### src/rtl/pmc_pkg.sv
package pmc_pkg;
  typedef enum logic [1:0] {
    SEL_CMD   = 2'd0,
    SEL_SMI   = 2'd1,
    SEL_CFG   = 2'd2,
    SEL_RST   = 2'd3
  } reg_sel_e;
endpackage

### src/rtl/pmc_apm_decode.sv
module pmc_apm_decode #(
  parameter int          DATA_W   = 8,
  parameter logic [7:0]  ACPI_ON  = 8'hF1,
  parameter logic [7:0]  ACPI_OFF = 8'hF0,
  parameter int          TRIG_BIT = 5
) (
  input  logic              clk_i,
  input  logic              rst_ni,
  input  logic              cmd_wr_i,
  input  logic [DATA_W-1:0] cmd_i,
  input  logic [DATA_W-1:0] smi_en_i,
  output logic              acpi_on_o,
  output logic              acpi_off_o,
  output logic              smi_o
);
  logic hit_on, hit_off, hit_smi;

  always_comb begin
    hit_on  = cmd_wr_i && (cmd_i == DATA_W'(ACPI_ON));
    hit_off = cmd_wr_i && (cmd_i == DATA_W'(ACPI_OFF));
    // mode commands never trigger SMI
    hit_smi = cmd_wr_i && !hit_on && !hit_off && smi_en_i[TRIG_BIT];
  end

  always_ff @(posedge clk_i or negedge rst_ni) begin
    if (!rst_ni) begin
      acpi_on_o  <= 1'b0;
      acpi_off_o <= 1'b0;
      smi_o      <= 1'b0;
    end else begin
      acpi_on_o  <= hit_on;
      acpi_off_o <= hit_off;
      smi_o      <= hit_smi;
    end
  end
endmodule

### src/rtl/pmc_smi_regs.sv
module pmc_smi_regs #(
  parameter int          DATA_W      = 8,
  parameter int          LOCK_BIT    = 4,
  parameter logic [7:0]  LOCKED_MASK = 8'h01
) (
  input  logic              clk_i,
  input  logic              rst_ni,
  input  logic              smi_wr_i,
  input  logic              cfg_wr_i,
  input  logic [DATA_W-1:0] wdata_i,
  output logic [DATA_W-1:0] smi_en_o,
  output logic [DATA_W-1:0] cfg_o,
  output logic              lock_o
);
  logic [DATA_W-1:0] smi_q, smi_d;
  logic [DATA_W-1:0] cfg_q, cfg_d;

  for (genvar i = 0; i < DATA_W; i++) begin : g_smi_bit
    if (LOCKED_MASK[i]) begin : g_lockable
      assign smi_d[i] = (smi_wr_i && !cfg_q[LOCK_BIT]) ? wdata_i[i] : smi_q[i];
    end else begin : g_free
      assign smi_d[i] = smi_wr_i ? wdata_i[i] : smi_q[i];
    end
  end

  for (genvar i = 0; i < DATA_W; i++) begin : g_cfg_bit
    if (i == LOCK_BIT) begin : g_sticky
      assign cfg_d[i] = cfg_wr_i ? (cfg_q[i] | wdata_i[i]) : cfg_q[i];
    end else begin : g_plain
      assign cfg_d[i] = cfg_wr_i ? wdata_i[i] : cfg_q[i];
    end
  end

  always_ff @(posedge clk_i or negedge rst_ni) begin
    if (!rst_ni) begin
      smi_q <= '0;
      cfg_q <= '0;
    end else begin
      smi_q <= smi_d;
      cfg_q <= cfg_d;
    end
  end

  assign smi_en_o = smi_q;
  assign cfg_o    = cfg_q;
  assign lock_o   = cfg_q[LOCK_BIT];
endmodule

### src/rtl/pmc_rst_ctl.sv
module pmc_rst_ctl #(
  parameter int          DATA_W    = 8,
  parameter int          GO_BIT    = 2,
  parameter logic [7:0]  KEEP_MASK = 8'h0A
) (
  input  logic              clk_i,
  input  logic              rst_ni,
  input  logic              wr_i,
  input  logic [DATA_W-1:0] wdata_i,
  output logic [DATA_W-1:0] val_o,
  output logic              rst_req_o
);
  logic [DATA_W-1:0] val_q;
  logic              go;

  assign go = wr_i && wdata_i[GO_BIT];

  always_ff @(posedge clk_i or negedge rst_ni) begin
    if (!rst_ni) begin
      val_q     <= '0;
      rst_req_o <= 1'b0;
    end else begin
      rst_req_o <= go;
      if (wr_i && !go) val_q <= wdata_i & DATA_W'(KEEP_MASK);
    end
  end

  assign val_o = val_q;
endmodule

### src/rtl/pmc_apm_rstctl.sv
module pmc_apm_rstctl #(
  parameter int          DATA_W      = 8,
  parameter logic [7:0]  ACPI_ON     = 8'hF1,
  parameter logic [7:0]  ACPI_OFF    = 8'hF0,
  parameter int          TRIG_BIT    = 5,
  parameter int          LOCK_BIT    = 4,
  parameter logic [7:0]  LOCKED_MASK = 8'h01,
  parameter int          GO_BIT      = 2,
  parameter logic [7:0]  KEEP_MASK   = 8'h0A
) (
  input  logic              clk_i,
  input  logic              rst_ni,
  input  logic              wr_en_i,
  input  logic [1:0]        addr_i,
  input  logic [DATA_W-1:0] wdata_i,
  output logic [DATA_W-1:0] rdata_o,
  output logic              acpi_on_o,
  output logic              acpi_off_o,
  output logic              smi_req_o,
  output logic              sys_rst_req_o
);
  import pmc_pkg::*;

  logic              wr_cmd, wr_smi, wr_cfg, wr_rst;
  logic [DATA_W-1:0] smi_en_q, cfg_q, rst_val_q;
  logic              lock_q;

  assign wr_cmd = wr_en_i && (addr_i == SEL_CMD);
  assign wr_smi = wr_en_i && (addr_i == SEL_SMI);
  assign wr_cfg = wr_en_i && (addr_i == SEL_CFG);
  assign wr_rst = wr_en_i && (addr_i == SEL_RST);

  pmc_apm_decode #(
    .DATA_W(DATA_W), .ACPI_ON(ACPI_ON), .ACPI_OFF(ACPI_OFF), .TRIG_BIT(TRIG_BIT)
  ) u_decode (
    .clk_i, .rst_ni,
    .cmd_wr_i  (wr_cmd),
    .cmd_i     (wdata_i),
    .smi_en_i  (smi_en_q),
    .acpi_on_o (acpi_on_o),
    .acpi_off_o(acpi_off_o),
    .smi_o     (smi_req_o)
  );

  pmc_smi_regs #(
    .DATA_W(DATA_W), .LOCK_BIT(LOCK_BIT), .LOCKED_MASK(LOCKED_MASK)
  ) u_smi (
    .clk_i, .rst_ni,
    .smi_wr_i(wr_smi),
    .cfg_wr_i(wr_cfg),
    .wdata_i (wdata_i),
    .smi_en_o(smi_en_q),
    .cfg_o   (cfg_q),
    .lock_o  (lock_q)
  );

  pmc_rst_ctl #(
    .DATA_W(DATA_W), .GO_BIT(GO_BIT), .KEEP_MASK(KEEP_MASK)
  ) u_rst (
    .clk_i, .rst_ni,
    .wr_i     (wr_rst),
    .wdata_i  (wdata_i),
    .val_o    (rst_val_q),
    .rst_req_o(sys_rst_req_o)
  );

  always_comb begin
    unique case (addr_i)
      SEL_SMI: rdata_o = smi_en_q;
      SEL_CFG: rdata_o = cfg_q;
      SEL_RST: rdata_o = rst_val_q;
      default: rdata_o = '0;
    endcase
  end
endmodule

### config.mk
export PLATFORM = sky130hd
export DESIGN_NAME = pmc_apm_rstctl
export DESIGN_NICKNAME = d
export VERILOG_FILES = /design/src/rtl/pmc_pkg.sv /design/src/rtl/pmc_apm_decode.sv /design/src/rtl/pmc_smi_regs.sv /design/src/rtl/pmc_rst_ctl.sv /design/src/rtl/pmc_apm_rstctl.sv
export SDC_FILE = /design/constraint.sdc
export NUM_CORES = 1
export LEC_CHECK = 0
export BUFFER_PORTS_ARGS = -buffer_cell sky130_fd_sc_hd__buf_4
export CORE_MARGIN = 2
export CORE_UTILIZATION = 30
export DETAILED_ROUTE_END_ITERATION = 10
export GPL_ROUTABILITY_DRIVEN = 0
export HOLD_SLACK_MARGIN = 0.03
export PLACE_DENSITY = 0.56
export REMOVE_ABC_BUFFERS = 1
export SLEW_MARGIN = 20
export SYNTH_ARGS = -nofsm -noshare
export SYNTH_HDL_FRONTEND = slang
export SYNTH_SLANG_ARGS = --single-unit
### constraint.sdc
create_clock -name clk_i -period 3 [get_ports clk_i]
set_input_delay 0.45 -clock clk_i [delete_from_list [all_inputs] [get_ports clk_i]]
set_output_delay 0.45 -clock clk_i [all_outputs]
set_load 0.05 [all_outputs]
# == Yosys cells after proc, flatten, opt, wreduce, memory -nomap -nowiden ==
# Cells that the tools add are included.
# op_classes
addsub,0
mul,0
div,0
n_lt_le_gt_ge,0
n_eq_ne,5
shifts,0
n_mux,1
bitwise_logic,1
n_reduce_logical,17
# ops
operator,count
one-hot mux 8 bit (3 select lines),1
== test 8 bit (second input constant),2
logical AND 1 bit,12
== test 2 bit (second input constant),2
zero test 1 bit,4
== test 2 x 1 -> 1 bit (second input constant),1
zero test 2 bit,1
bitwise OR 1 bit,1
# word_totals
regBits,22
latchBits,0
ram_bits,0
romBits,0
inputBits,13
output_inout_bits,12
wordCells,32
memories,0

# == Depth between registers and ports, before layout ==
# Gate-level depths: netlist (run 1).
# logic_depth
ltp_word,7
ltp_mapped,3
ltp_nobuf,2

# == Cells and area by module ==
# Synthesis (run 1) repeated with hierarchy kept, for this count alone.
# unflattened
cells_unflattened,85
area_unflattened_um2,1161.1
# modules_own_cells
module,instances,cells_per_inst,area_each_um2,seq_area_each_um2
pmc_smi_regs,1,36,618.1,400.4
pmc_apm_rstctl,1,25,245.2,0.0
pmc_rst_ctl,1,14,175.2,75.1
pmc_apm_decode,1,10,122.6,75.1

# == Worst setup path after synthesis (run 1) ==
# Ideal clock, no wire load.
# synth_timing
kind,input to output
startpoint,input addr_i[1]
endpoint,output rdata_o[0]
arrival_time_ns,1.356
required_ns,2.550
path_slack_ns,1.194
cell_stages,3
path_buffers,1
path_cell_list,buf_4 -> nor2b_1 -> a22o_1
# synth_via
elab_chain_len,2
elab_cells_between_ends,4
cone_classes,eq/ne: 3; mux: 1
# synth_rtl
element,line,rtl
"start, declared",pmc_apm_rstctl.sv:14,"input logic [1:0] addr_i,"
== test 2 bit or == test 2 x 1 -> 1 bit (tied branches),pmc_apm_rstctl.sv:68,unique case (addr_i)
one-hot mux 8 bit (3 select lines) (*),pmc_apm_rstctl.sv:68,
"end, declared",pmc_apm_rstctl.sv:16,"output logic [DATA_W-1:0] rdata_o,"
# Every way passes the cells marked *; elsewhere a longest branch is shown, timed or not.

# == Worst setup path after layout (run 1) ==
# layout_timing
startpoint,input addr_i[1]
endpoint,output rdata_o[7]
# The elaborated chain is that of the path after synthesis.

==> impl_metrics.env, run 1 <==
export IMPL_worst_clock_skew_ns=0.000425
export IMPL_cts_tree="built"
export IMPL_grt_start_max_net_pins=23
export IMPL_p_total_uw=786
export IMPL_io_pins=25
export IMPL_ant_nets=0
export IMPL_port_buffers=24
export IMPL_drc=0
export IMPL_htree_levels=1
export IMPL_vias_per_cell=4.73
export IMPL_die_area_um2=3790
export IMPL_post_cts_resized=0
export IMPL_yosysSeqAreaShare=0.553
export IMPL_wl_per_cell_um=14.2
export IMPL_final_nets=109
export IMPL_ys_top_cells_by_area="dfrtp_1 55%, mux2_2 22%, a22o_1 7.0%"
export IMPL_vias=657
export IMPL_cts_buffer_depth=2
export IMPL_post_dp_hpwl_um=1440
export IMPL_fmax_mhz=531
export IMPL_cellLeakagePower_uw=0.000591
export IMPL_cp_start_kind="primary input"
export IMPL_criticalPathCategory="in2out"
export IMPL_synth_top_cells_by_count="22 x dfrtp_1, 19 x mux2_2, 8 x a22o_1"
export IMPL_cts_buffers=3
export IMPL_fp_row_count=20
export IMPL_final_setup_tns_ns=0
export IMPL_async_reset_ff_frac=1.00
export IMPL_clockRootBuffer="clkbuf_4"
export IMPL_core_um2=3100
export IMPL_synth_warnings=0
export IMPL_track_usage=0.118
export IMPL_ys_ff_latch=22
export IMPL_gr_total_overflow=0
export IMPL_grt_pass1_vias=642
export IMPL_status="finished, final reports clean"
export IMPL_area_growth_pct=28.3
export IMPL_antenna_cells=0
export IMPL_clk_latency_ns=0.30
export IMPL_period_minus_slack_ns=1.88
export IMPL_synth_largest_area_cell="dfrtp_1"
export IMPL_crit_path_end_kind="output pin"
export IMPL_clk_pin_slew_ns=0.13
export IMPL_antenna_found_initial=0
export IMPL_cts_sinks=22
export IMPL_synth_ff_type="dfrtp_1"
export IMPL_die_w_um=61.6
export IMPL_grt_setup_unrepaired="no"
export IMPL_finalSetupViolCount=0
export IMPL_worst_pin_slew_ns=0.464
export IMPL_placed_area_um2=1210
export IMPL_finalMaxSlewViolations=0
export IMPL_syn_area_um2=995
export IMPL_initial_utilization=0.321
export IMPL_whs_ns=0.316
export IMPL_synth_most_common_cell="dfrtp_1"
export IMPL_die_h_um=61.6
export IMPL_worstHoldPathType="in2reg"
export IMPL_synth_avg_cell_area_um2=14.4
export IMPL_synth_cell_types=20
export IMPL_stdcell_area_um2=1280
export IMPL_multi_input_area_um2=420
export IMPL_power_density_nw_per_um2=616
export IMPL_crit_fanout=11
export IMPL_arrival_ns=1.43
export IMPL_drt_total_wl_um=1970
export IMPL_syn_inst=69
export IMPL_synth_edff_count=0
export IMPL_cp_required_ns=2.55
export IMPL_irDropWorstVdd_uv=216
export IMPL_seq_area_um2=551
export IMPL_hold_viol=0
export IMPL_grt_pass1_wl_um=3150
export IMPL_first_pass_iters=2
export IMPL_finalCritPeriodShare=0.628
export IMPL_drive_gt1_frac=0.537
export IMPL_drv_cap=0
export IMPL_relSlewSlack=0.690
export IMPL_yosysTopAreaCellShare=0.553
export IMPL_nFillCells=322
export IMPL_drtIter0Drc=13
## layout by cell type (no fill, tap or decap), types with 2 or more instances in the layout
master / instances
nor4_1: 2
clkbuf_4: 3
inv_1: 2
a22o_1: 8
mux2_2: 19
dfrtp_1: 22
buf_4: 24
and4bb_2: 2
## metrics by stage
step	cells	utilization	worst slack, ns
floorplan	66	-	1.35
global placement	134	0.391	1.14
detailed placement	134	0.391	1.11
CTS	139	0.411	1.11
global route	139	0.411	1.03
finish	139	0.411	1.12
## final timing paths
path | startpoint | end | slack, ns | cells past startpoint
max in group asynchronous | rst_ni | u_smi.cfg_o[2] | 2.22 | 2
max reg2reg | u_smi.cfg_o[4] | u_smi.smi_en_o[0] | 1.86 | 2
max | addr_i[1] | rdata_o[7] | 1.12 | 4
min in group asynchronous | rst_ni | u_smi.cfg_o[0] | 0.54 | 2
min | wdata_i[0] | u_decode.acpi_off_o | 0.32 | 2
min reg2reg | u_rst.val_o[1] | u_rst.val_o[1] | 0.51 | 1
## worst max-delay path: stages
cell and delay (ns):
buf_4 0.14, nor2b_1 0.42, a22o_1 0.22, buf_4 0.20
## sequential cells by signal, indices dropped and copies added (netlist names)
| signal | cells |
|---|---|
| u_smi.cfg_o | 8 |
| u_decode.smi_o | 1 |
| u_rst.rst_req_o | 1 |
| u_decode.acpi_off_o | 1 |
| u_rst.val_o | 2 |
| u_smi.smi_en_o | 8 |
| u_decode.acpi_on_o | 1 |
## logic make-up (layout without fill, tap and decap cells)
family,after synthesis,count (layout),share of synthesized area
buf+inv,5,31,0.0239
simple gates,13,13,0.122
flops,22,22,0.553
mux,19,19,0.215
compound gates,10,10,0.0855
## layout make-up
| cell class | instances | share of cell area |
|---|---|---|
| clock buffer | 3 | 0.0176 |
| clock inverter | 1 | 0.0235 |
| multi-input combinational | 42 | 0.329 |
| sequential | 22 | 0.431 |
| inverter | 2 | 0.00588 |
| tap | 44 | 0.0431 |
| timing repair buffer | 25 | 0.149 |
## timing repair
| action | CTS | global route |
|---|---|---|
| setup buffers | 0 | 0 |
| hold endpoints to repair | 22 | 0 |
| endpoints found under the setup margin | 0 | 0 |
| hold buffers | 1 | 0 |
## metal layers
| layer | GRT usage | wire, um | vias to the layer above |
|---|---|---|---|
| met5 | 0 | 0 | - |
| met1 | 0.156 | 873 | 330 |
| li1 | - | - | 313 |
| met2 | 0.188 | 1020 | 12 |
| met4 | 0.0638 | 27 | 0 |
| met3 | 0.0126 | 49 | 2 |
## where the power goes
group | internal [uW] | total (uW) | switching (uW)
clock network | 135 | 224 | 88.7
registers | 344 | 368 | 23.4
logic | 88.9 | 194 | 106
total | 568 | 786 | 218
Power figures use the tool's default switching activity.
==> run 2, diff against run 1 <==
- ABC_AREA: not set -> 1
- clock period: 3 -> 1.8 ns (I/O delays scaled with it)
==> run 2 against run 1 <==
  * Hold slack got worse by 0.058 ns
  * First-iteration DRC count rose by 69%
  * Critical path type is now reg2out
  * Routed wire length grew 8.3%
  * Synthesized cell count increased by 65%
  * Utilization shrank 2.3 points
  * Critical path depth is 2 lower
  * Clock power is 4% lower
  * Largest power group unchanged
  * Global-route usage up 0.086 points
  * Cell count is 34% higher
==> impl_metrics.env, run 2 <==
export IMPL_r2r_start="u_smi.cfg_o[4]"
export IMPL_yosysSeqAreaShare=0.520
export IMPL_grt_pass1_vias=861
export IMPL_area_growth_pct=23.4
export IMPL_r2r_setup_slack_ns=0.98
export IMPL_internal_power_uw=734
export IMPL_synth_avg_cell_area_um2=9.29
export IMPL_pwr_share_clk=0.197
export IMPL_synth_ff_type="dfrtp_1"
export IMPL_cts_hold_buffers_added=1
export IMPL_switchingPower_uw=352
export IMPL_worst_pin_slew_ns=0.321
export IMPL_cts_buffer_depth=2
export IMPL_gr_total_overflow=0
export IMPL_track_usage=0.119
export IMPL_worstHoldPathType="in2reg"
export IMPL_syn_inst=114
export IMPL_fmax_mhz=718
export IMPL_relSlewSlack=0.785
export IMPL_drv_cap=0
export IMPL_synth_largest_area_cell="dfrtp_1"
export IMPL_worst_clock_skew_ns=0.00723
export IMPL_finalMaxSlewViolations=0
export IMPL_synth_edff_count=0
export IMPL_layout_cells_non_filler=186
export IMPL_final_setup_tns_ns=0
export IMPL_power_density_nw_per_um2=831
export IMPL_finalSetupViolCount=0
export IMPL_fp_row_count=21
export IMPL_post_dp_hpwl_um=1580
export IMPL_cp_start_kind="register"
export IMPL_clockRootBuffer="clkbuf_4"
export IMPL_ff2ff_path_depth=4
export IMPL_cts_sinks=22
export IMPL_drtIter0Drc=22
export IMPL_drive_gt1_frac=0.350
export IMPL_nFillCells=377
export IMPL_die_area_um2=4020
export IMPL_synth_cell_types=16
export IMPL_cp_required_ns=1.53
export IMPL_initial_utilization=0.315
export IMPL_ys_top_cells_by_area="dfrtp_1 52%, o21ai_2 12%, nand2_1 12%"
export IMPL_wl_per_cell_um=11.5
export IMPL_drc=0
export IMPL_vias_per_cell=4.35
export IMPL_irDropWorstVdd_uv=456
export IMPL_status="finished, final reports clean"
export IMPL_clk_latency_ns=0.29
export IMPL_async_reset_ff_frac=1.00
export IMPL_min_delay_worst_endpoint="u_smi.smi_en_o[6]"
export IMPL_antenna_cells=0
export IMPL_final_nets=155
export IMPL_core_um2=3360
export IMPL_cts_tree="built"
export IMPL_critical_path_slowest_cell="dfrtp_1"
export IMPL_postCtsSetupRepairBufs=0
export IMPL_final_common_cell="nand2_1"
export IMPL_p_comb_frac=0.265
export IMPL_yosysTopAreaCellShare=0.520
export IMPL_crit_path_end_kind="output pin"
export IMPL_hold_depth=3
export IMPL_dpl_cell_count=182
export IMPL_arrival_ns=1.12
export IMPL_hold_viol=0
export IMPL_finalCritPeriodShare=0.774
export IMPL_grt_start_max_net_pins=23
export IMPL_period_minus_slack_ns=1.39
export IMPL_port_buffers=24
export IMPL_io_pins=25
export IMPL_crit_fanout=2
export IMPL_vias=809
export IMPL_antenna_found_initial=0
export IMPL_mostFrequentLayoutCells="34 x nand2_1, 24 x buf_4, 22 x dfrtp_1"
export IMPL_synth_most_common_cell="nand2_1"
export IMPL_synth_warnings=0
export IMPL_clk_pin_slew_ns=0.12
export IMPL_ys_ff_latch=22
export IMPL_min_from="wdata_i[6]"
export IMPL_seq_power_share=0.538
export IMPL_cts_buffers=3
export IMPL_post_cts_resized=0
export IMPL_p_sw_frac=0.324
export IMPL_die_h_um=63.4
export IMPL_first_pass_iters=4
export IMPL_drt_total_wl_um=2140
export IMPL_syn_area_um2=1060
export IMPL_die_w_um=63.4
export IMPL_htree_levels=1
export IMPL_cellLeakagePower_uw=0.000667
export IMPL_synth_top_cells_by_count="34 x nand2_1, 22 x dfrtp_1, 15 x o21ai_2, 11 x inv_1"
export IMPL_r2r_end="u_smi.smi_en_o[0]"
export IMPL_path_cells="a22o_1 -> buf_4"
export IMPL_grt_setup_unrepaired="no"
export IMPL_grt_pass1_wl_um=3820
export IMPL_criticalPathCategory="reg2out"
export IMPL_ant_nets=0
export IMPL_cp_slowest_stage_delay_ns=0.41
run 2: cell count changes after synthesis, sizes merged, moves of 4 or more:
cell | previous run | this run
a22o | 8 | 4
nand2 | 0 | 37
mux2 | 19 | 0
nor2 | 0 | 8
inv | 2 | 13
o21ai | 0 | 18
nand3 | 0 | 6
run 2: per-stage QoR:
stage          setup WS (ns)  hold WS, ns  power, uW  cell area (um^2)  utilization
2_1_floorplan          0.565      -0.0256        788              1040            -
3_3_place_gp           0.439        0.173        880              1270        0.379
3_5_place_dp           0.429        0.175        884              1270        0.379
4_1_cts                0.404        0.246       1100              1310        0.388
5_1_grt                0.315        0.240       1150              1310        0.388
6_report               0.407        0.258       1090              1310        0.388
run 2: worst max path at each step:
stage | slack (ns) | cells after the start | startpoint | endpoint
global placement | 0.44 | 5 | addr_i[1] | rdata_o[2]
global route | 0.31 | 6 | addr_i[0] | rdata_o[1]
finish | 0.41 | 2 | u_smi.cfg_o[6] | rdata_o[6]
floorplan | 0.56 | 4 | addr_i[0] | rdata_o[1]
CTS | 0.40 | 2 | u_smi.cfg_o[6] | rdata_o[6]
detailed placement | 0.43 | 6 | addr_i[0] | rdata_o[1]
run 2: layout make-up:
cell class              instances  area [um^2]  area share
inverters                      13         48.8      0.0374
repair buffers                 25          190       0.146
well taps                      46         57.6      0.0441
clock buffers                   3         22.5      0.0172
multi-input cells              77          437       0.334
flip-flops and latches         22          551       0.421
run 2: cells by family (layout without fill, tap and decap cells):
logic type,count (synthesis),count (layout),share of synthesized area
AO/OA/AOI/OAI,22,22,0.171
buffers and inverters,15,41,0.0674
flip-flops,22,22,0.520
AND/OR/NAND/NOR,55,55,0.241
run 2: routing by layer:
| metal | GRT usage | part of all wire | vias up | wire, um |
|---|---|---|---|---|
| met1 | 0.157 | 0.48 | 364 | 1030 |
| met2 | 0.201 | 0.46 | 21 | 989 |
| met4 | 0.0326 | 0.0098 | 0 | 21 |
| met3 | 0.0179 | 0.045 | 2 | 96 |
| li1 | - | - | 422 | - |
| met5 | 0 | 0 | - | 0 |
run 2: critical path, delay by kind of cell, from the launching register on:
family	cells	cell delay [ns]
DFF	1	0.41
AOI/OAI and AO/OA	1	0.23
buffers and inverters	1	0.18
run 2: power groups by stage:
stage                     Combinational [uW]  Clock, uW  Sequential [uW]
after floorplan                          196          0              592
after global placement                   287          0              593
final                                    288        214              585
after CTS                                292        219              585
after detailed placement                 289          0              595
after global routing                     318        243              594
